==> config.mk <==
export PLATFORM = sky130hd
export DESIGN_NAME = instr_ctl_decoder
export DESIGN_NICKNAME = d
export VERILOG_FILES = /design/src/rtl/ictl_pkg.sv /design/src/rtl/ictl_field_split.sv /design/src/rtl/ictl_cat_decode.sv /design/src/rtl/ictl_const_gen.sv /design/src/rtl/instr_ctl_decoder.sv
export SDC_FILE = /design/constraint.sdc
export NUM_CORES = 1
export LEC_CHECK = 0
export BUFFER_PORTS_ARGS = -buffer_cell sky130_fd_sc_hd__buf_2
export CAP_MARGIN = 20
export CORE_MARGIN = 5
export CORE_UTILIZATION = 41
export CTS_CLUSTER_SIZE = 30
export DETAILED_ROUTE_END_ITERATION = 10
export GPL_TIMING_DRIVEN = 0
export PLACE_DENSITY = 0.77
export SYNTH_ARGS = -nofsm -noshare
export SYNTH_HDL_FRONTEND = slang
export SYNTH_SLANG_ARGS = --single-unit
==> constraint.sdc <==
create_clock -name clk -period 0.8 [get_ports clk]
set_input_delay 0.04 -clock clk [delete_from_list [all_inputs] [get_ports clk]]
set_output_delay 0.04 -clock clk [all_outputs]
set_load 0.03 [all_outputs]
==> src/rtl/ictl_pkg.sv <==
package ictl_pkg;

    localparam int INSTR_W = 16;
    localparam int REG_W   = 3;
    localparam int CAT_W   = 3;
    localparam int FUNC_W  = 4;
    localparam int FS_W    = FUNC_W + 1;
    localparam int BT_W    = 3;
    localparam int IMM_W   = 3;
    localparam int OFFS_W  = 2 * REG_W;

    // field positions fixed by the instruction layout
    localparam int CAT_LSB  = INSTR_W - CAT_W;
    localparam int FUNC_LSB = CAT_LSB - FUNC_W;
    localparam int DST_LSB  = 2 * REG_W;
    localparam int SRCA_LSB = REG_W;
    localparam int SRCB_LSB = 0;

    localparam logic [FS_W-1:0] FS_PASS_B = 5'b10000;

    typedef enum logic [CAT_W-1:0] {
        CAT_REG_ALU = 3'b000,
        CAT_LOAD    = 3'b001,
        CAT_STORE   = 3'b010,
        CAT_LDCONST = 3'b011,
        CAT_IMM_ALU = 3'b100,
        CAT_IMM_SHF = 3'b101,
        CAT_BRANCH  = 3'b110,
        CAT_JUMP    = 3'b111
    } cat_e;

    typedef struct packed {
        logic [REG_W-1:0]  dst;
        logic [REG_W-1:0]  srca;
        logic [REG_W-1:0]  srcb;
        logic [CAT_W-1:0]  cat;
        logic [FUNC_W-1:0] func;
        logic [IMM_W-1:0]  imm;
        logic [OFFS_W-1:0] offs;
    } fields_t;

    typedef struct packed {
        logic            opsel;
        logic            ressel;
        logic            wr;
        logic            mw;
        logic            jump;
        logic            branch;
        logic [FS_W-1:0] fs;
        logic [BT_W-1:0] btype;
        logic            use_offs;
    } ctrl_t;

endpackage

==> src/rtl/ictl_field_split.sv <==
module ictl_field_split
    import ictl_pkg::*;
(
    input  logic [INSTR_W-1:0] instr_i,
    output fields_t            fields_o
);

    always_comb begin
        fields_o      = '0;
        fields_o.dst  = instr_i[DST_LSB  +: REG_W];
        fields_o.srca = instr_i[SRCA_LSB +: REG_W];
        fields_o.srcb = instr_i[SRCB_LSB +: REG_W];
        fields_o.cat  = instr_i[CAT_LSB  +: CAT_W];
        fields_o.func = instr_i[FUNC_LSB +: FUNC_W];
        fields_o.imm  = instr_i[SRCB_LSB +: IMM_W];
        // offset is split around the A-source field: high part in the dst slot
        fields_o.offs = {instr_i[DST_LSB +: REG_W], instr_i[SRCB_LSB +: REG_W]};
    end

endmodule

==> src/rtl/ictl_cat_decode.sv <==
module ictl_cat_decode
    import ictl_pkg::*;
(
    input  logic [CAT_W-1:0]  cat_i,
    input  logic [FUNC_W-1:0] func_i,
    output ctrl_t             ctrl_o
);

    always_comb begin
        ctrl_o = '0;
        unique case (cat_e'(cat_i))
            CAT_REG_ALU: begin
                ctrl_o.wr = 1'b1;
                ctrl_o.fs = {1'b0, func_i};
            end
            CAT_LOAD: begin
                ctrl_o.ressel = 1'b1;
                ctrl_o.wr     = 1'b1;
            end
            CAT_STORE: begin
                ctrl_o.mw = 1'b1;
            end
            CAT_LDCONST: begin
                ctrl_o.opsel = 1'b1;
                ctrl_o.wr    = 1'b1;
                ctrl_o.fs    = FS_PASS_B;
            end
            CAT_IMM_ALU: begin
                ctrl_o.opsel = 1'b1;
                ctrl_o.wr    = 1'b1;
                ctrl_o.fs    = {1'b0, func_i};
            end
            CAT_IMM_SHF: begin
                ctrl_o.opsel = 1'b1;
                ctrl_o.wr    = 1'b1;
                ctrl_o.fs    = {1'b1, func_i};
            end
            CAT_BRANCH: begin
                ctrl_o.branch   = 1'b1;
                ctrl_o.btype    = func_i[BT_W-1:0];
                ctrl_o.use_offs = 1'b1;
            end
            CAT_JUMP: begin
                ctrl_o.jump     = 1'b1;
                ctrl_o.use_offs = 1'b1;
            end
            default: ctrl_o = '0;
        endcase
    end

endmodule

==> src/rtl/ictl_const_gen.sv <==
module ictl_const_gen
    import ictl_pkg::*;
#(
    parameter int DATA_W = 16
) (
    input  logic [IMM_W-1:0]  imm_i,
    input  logic [OFFS_W-1:0] offs_i,
    input  logic              use_offs_i,
    output logic [DATA_W-1:0] const_o
);

    logic [DATA_W-1:0] imm_ext;
    logic [DATA_W-1:0] offs_ext;

    generate
        if (DATA_W >= OFFS_W) begin : g_wide
            assign imm_ext  = DATA_W'($signed(imm_i));
            assign offs_ext = DATA_W'($signed(offs_i));
        end else begin : g_narrow
            assign imm_ext  = DATA_W'($signed(imm_i));
            assign offs_ext = offs_i[DATA_W-1:0];
        end
    endgenerate

    assign const_o = use_offs_i ? offs_ext : imm_ext;

endmodule

==> src/rtl/instr_ctl_decoder.sv <==
module instr_ctl_decoder
    import ictl_pkg::*;
#(
    parameter int DATA_W = 16
) (
    input  logic               clk,
    input  logic               rst_n,
    input  logic [15:0]        instr_i,
    output logic [2:0]         dst_o,
    output logic [2:0]         srca_o,
    output logic [2:0]         srcb_o,
    output logic               opsel_o,
    output logic [4:0]         fs_o,
    output logic               ressel_o,
    output logic               wr_o,
    output logic               mw_o,
    output logic [DATA_W-1:0]  const_o,
    output logic               jump_o,
    output logic               branch_o,
    output logic [2:0]         br_type_o
);

    typedef struct packed {
        logic [REG_W-1:0]  dst;
        logic [REG_W-1:0]  srca;
        logic [REG_W-1:0]  srcb;
        ctrl_t             ctl;
        logic [DATA_W-1:0] k;
    } word_t;

    fields_t           fld;
    ctrl_t             ctl;
    logic [DATA_W-1:0] k;
    word_t             word_d;
    word_t             word_q;

    ictl_field_split u_split (
        .instr_i  (instr_i),
        .fields_o (fld)
    );

    ictl_cat_decode u_cat (
        .cat_i  (fld.cat),
        .func_i (fld.func),
        .ctrl_o (ctl)
    );

    ictl_const_gen #(.DATA_W(DATA_W)) u_const (
        .imm_i      (fld.imm),
        .offs_i     (fld.offs),
        .use_offs_i (ctl.use_offs),
        .const_o    (k)
    );

    always_comb begin
        word_d      = '0;
        word_d.dst  = fld.dst;
        word_d.srca = fld.srca;
        word_d.srcb = fld.srcb;
        word_d.ctl  = ctl;
        word_d.k    = k;
    end

    always_ff @(posedge clk or negedge rst_n) begin
        if (!rst_n) word_q <= '0;
        else        word_q <= word_d;
    end

    assign dst_o     = word_q.dst;
    assign srca_o    = word_q.srca;
    assign srcb_o    = word_q.srcb;
    assign opsel_o   = word_q.ctl.opsel;
    assign fs_o      = word_q.ctl.fs;
    assign ressel_o  = word_q.ctl.ressel;
    assign wr_o      = word_q.ctl.wr;
    assign mw_o      = word_q.ctl.mw;
    assign const_o   = word_q.k;
    assign jump_o    = word_q.ctl.jump;
    assign branch_o  = word_q.ctl.branch;
    assign br_type_o = word_q.ctl.btype;

endmodule

==> key figures <==
Timing
  – Final hold slack: 0.00620 ns
  – RSZ-0062 raised after global routing: true
  – Pins Over Slew Limit: 0
  – Actual slew at the worst max-slew pin: 0.556 ns
  – Period minus WS final: 1.17 ns
  – Fmax: 852 MHz
  – Final Setup Violations: 39
  – Crit share post-route: 1.47
  – Post-route worst setup slack: -0.373 ns
  – Final TNS setup: -8.06 ns
  – Slew HR: 0.630
  – Final hold viol count: 0

Detailed routing
  – Initial DRC Count: 22
  – Routed WL per cell: 17.9 um
  – Vias per cell: 4.66
  – DRC: 0
  – Post-route ant nets: 0
  – DRT Pass-1 Iters: 4
  – Total number of vias: 774
  – WL final: 2980 um

Clocking
  – Total CTS buffers: 3
  – Clock tree root buffer cell: clkbuf_4
  – Post-CTS Repair Setup Buffers: 0
  – # H-tree levels: 1
  – Clock transition at path regs: 0.14 ns
  – # clock sinks: 26
  – CTS tree: built
  – Longest Clk Path Bufs: 2

Floorplan
  – Die X-Extent: 57.2 um
  – Chip height: 57.2 um
  – IO Pins: 57
  – # rows: 17
  – DIE AREA: 0.00327 mm2
  – Core Area: 0.00217 mm2
  – Starting Density: 0.421

Setup path
  – CP Class: register to primary output
  – CP required: 0.76 ns
  – Slowest-stage cell, CP: dfrtp_2
  – CP endpoint kind: primary output
  – Arr. time, crit path: 1.13 ns
  – CP Launch Type: register
  – Crit-path max cell delay: 0.51 ns
  – Cell family with most CP delay: flip-flops
  – Critical path peak fanout: 11
  – Worst Path Buf+Inv: 2
  – Cells along the critical path: buf_4, buf_6

Cells and area
  – # fillers: 112
  – Layout cells sized above 1: 0.558
  – Design Area, Final: 0.00168 mm2
  – Layout Nets: 157
  – Ant diodes: 0
  – Area growth syn-to-layout: 83.4%
  – Util after Layout: 0.772

Power
  – Pwr Density: 1760 mW/mm2
  – VDD IR max: 1270 uV
  – PnR Total Power: 0.00294 W
  – Pleak: 0.852 nW

Synth
  – Area leader, netlist: dfrtp_1
  – Syn Area/Cell: 14.7 um2
  – Distinct cell type count after synthesis: 15
  – Register area share after synthesis: 0.712
  – Syn. warnings: 0
  – #FFs+latches synth: 26
  – Top cells by area, synth: dfrtp_1, buf_4, nor3b_1
  – Netlist area before placement: 913 um2
  – Top cell type's share of synthesized area: 0.712
  – Synth Net Count: 80
  – Cells after Synth: 62

Global routing
  – GRT overflow: 0
  – Largest net degree at the start of global routing: 27
  – Vias in the first global route: 887
  – Initial antenna violation count: 0
  – First-pass GRT wire length: 4800 um
  – Overall routing resource usage: 0.205

Placed design
  – Placed Area: 0.00123 mm2
  – Detailed Place HPWL: 1520 um
  – Port bufs: 56
  – Final GP Congestion: 0.672

Status
  – Failing checks: negative setup slack
  – Status: finished with violations

Min path
  – Hold WC Path Type: input pin to register

Flow run
  – Max_cap viols: 0
## timing repair
item                                    CTS  global route
hold buffers                             15             1
resized for setup                        79             0
endpoints found under the setup margin   39            39
hold endpoints to repair                 46             1
## cell families (layout without fill, tap and decap cells)
group,Yosys count,in the layout,synth area share
simple gates,15,15,0.108
flops,26,26,0.712
xor+xnor,1,1,0.00959
mux,1,1,0.0123
compound gates,4,4,0.0370
buf+inv,15,91,0.121
## cell type report
type / count / area (um2) / share of cell area
tap: 28 / 35.0 / 0.0209
multi-input combinational: 21 / 153 / 0.0911
buffer: 15 / 121 / 0.0724
sequential: 26 / 652 / 0.389
clock buffer: 4 / 36.3 / 0.0217
timing repair buffer: 72 / 678 / 0.405
## final timing paths
path,start,endpoint,slack [ns],cells after the start
max in group asynchronous,rst_n,const_o[14]$_DFF_PN0_,0.14,2
worst min-delay path,instr_i[14],mw_o$_DFF_PN0_,0.006,2
min in group asynchronous,rst_n,jump_o$_DFF_PN0_,0.25,2
worst max-delay path,const_o[14]$_DFF_PN0_,const_o[7],-0.37,2
## per-stage QoR
step	setup slack, ns	cells
detailed placement	-0.0107	146
CTS	-0.337	165
global placement	0.0111	146
global route	-0.416	166
finish	-0.373	166
floorplan	0.0418	62
## routing by layer
| layer | up-vias | track usage | wire [um] |
|---|---|---|---|
| met3 | 7 | 0.0294 | 191 |
| met1 | 390 | 0.223 | 1010 |
| met5 | - | 0 | 0 |
| met4 | 0 | 0.109 | 84 |
| met2 | 35 | 0.378 | 1690 |
| li1 | 342 | - | - |
## placed cells by master, fill, tap and decap left out, types with 3 or more instances in the layout
| cell type | instances |
|---|---|
| and2_1 | 4 |
| nor3b_1 | 5 |
| buf_2 | 19 |
| buf_4 | 11 |
| a31o_1 | 3 |
| buf_6 | 41 |
| clkbuf_4 | 3 |
| dfrtp_1 | 25 |
| dlygate4sd3_1 | 16 |
## registers in the layout (all words and copies together) (netlist names), 2 cells and up
register	count
srcb_o	2
const_o	4
dst_o	3
br_type_o	3
srca_o	3
fs_o	5
## Yosys cell counts
cell type	count
xor2_1	1
and2b_1	1
nor3b_1	5
a31o_1	3
dfrtp_1	26
a21boi_1	1
and3_1	1
mux2_2	1
and2_1	4
nor2_1	1
buf_4	14
and3b_1	1
nand2b_1	1
nand2_1	1
buf_2	1
## power by group
| part | switching, W | total, W | internal, W |
|---|---|---|---|
| Clock | 0.000415 | 0.000695 | 0.000280 |
| Sequential | 0.0000515 | 0.00143 | 0.00138 |
| Combinational | 0.000422 | 0.000813 | 0.000392 |
No activity file was read; power rests on OpenSTA's default activity.
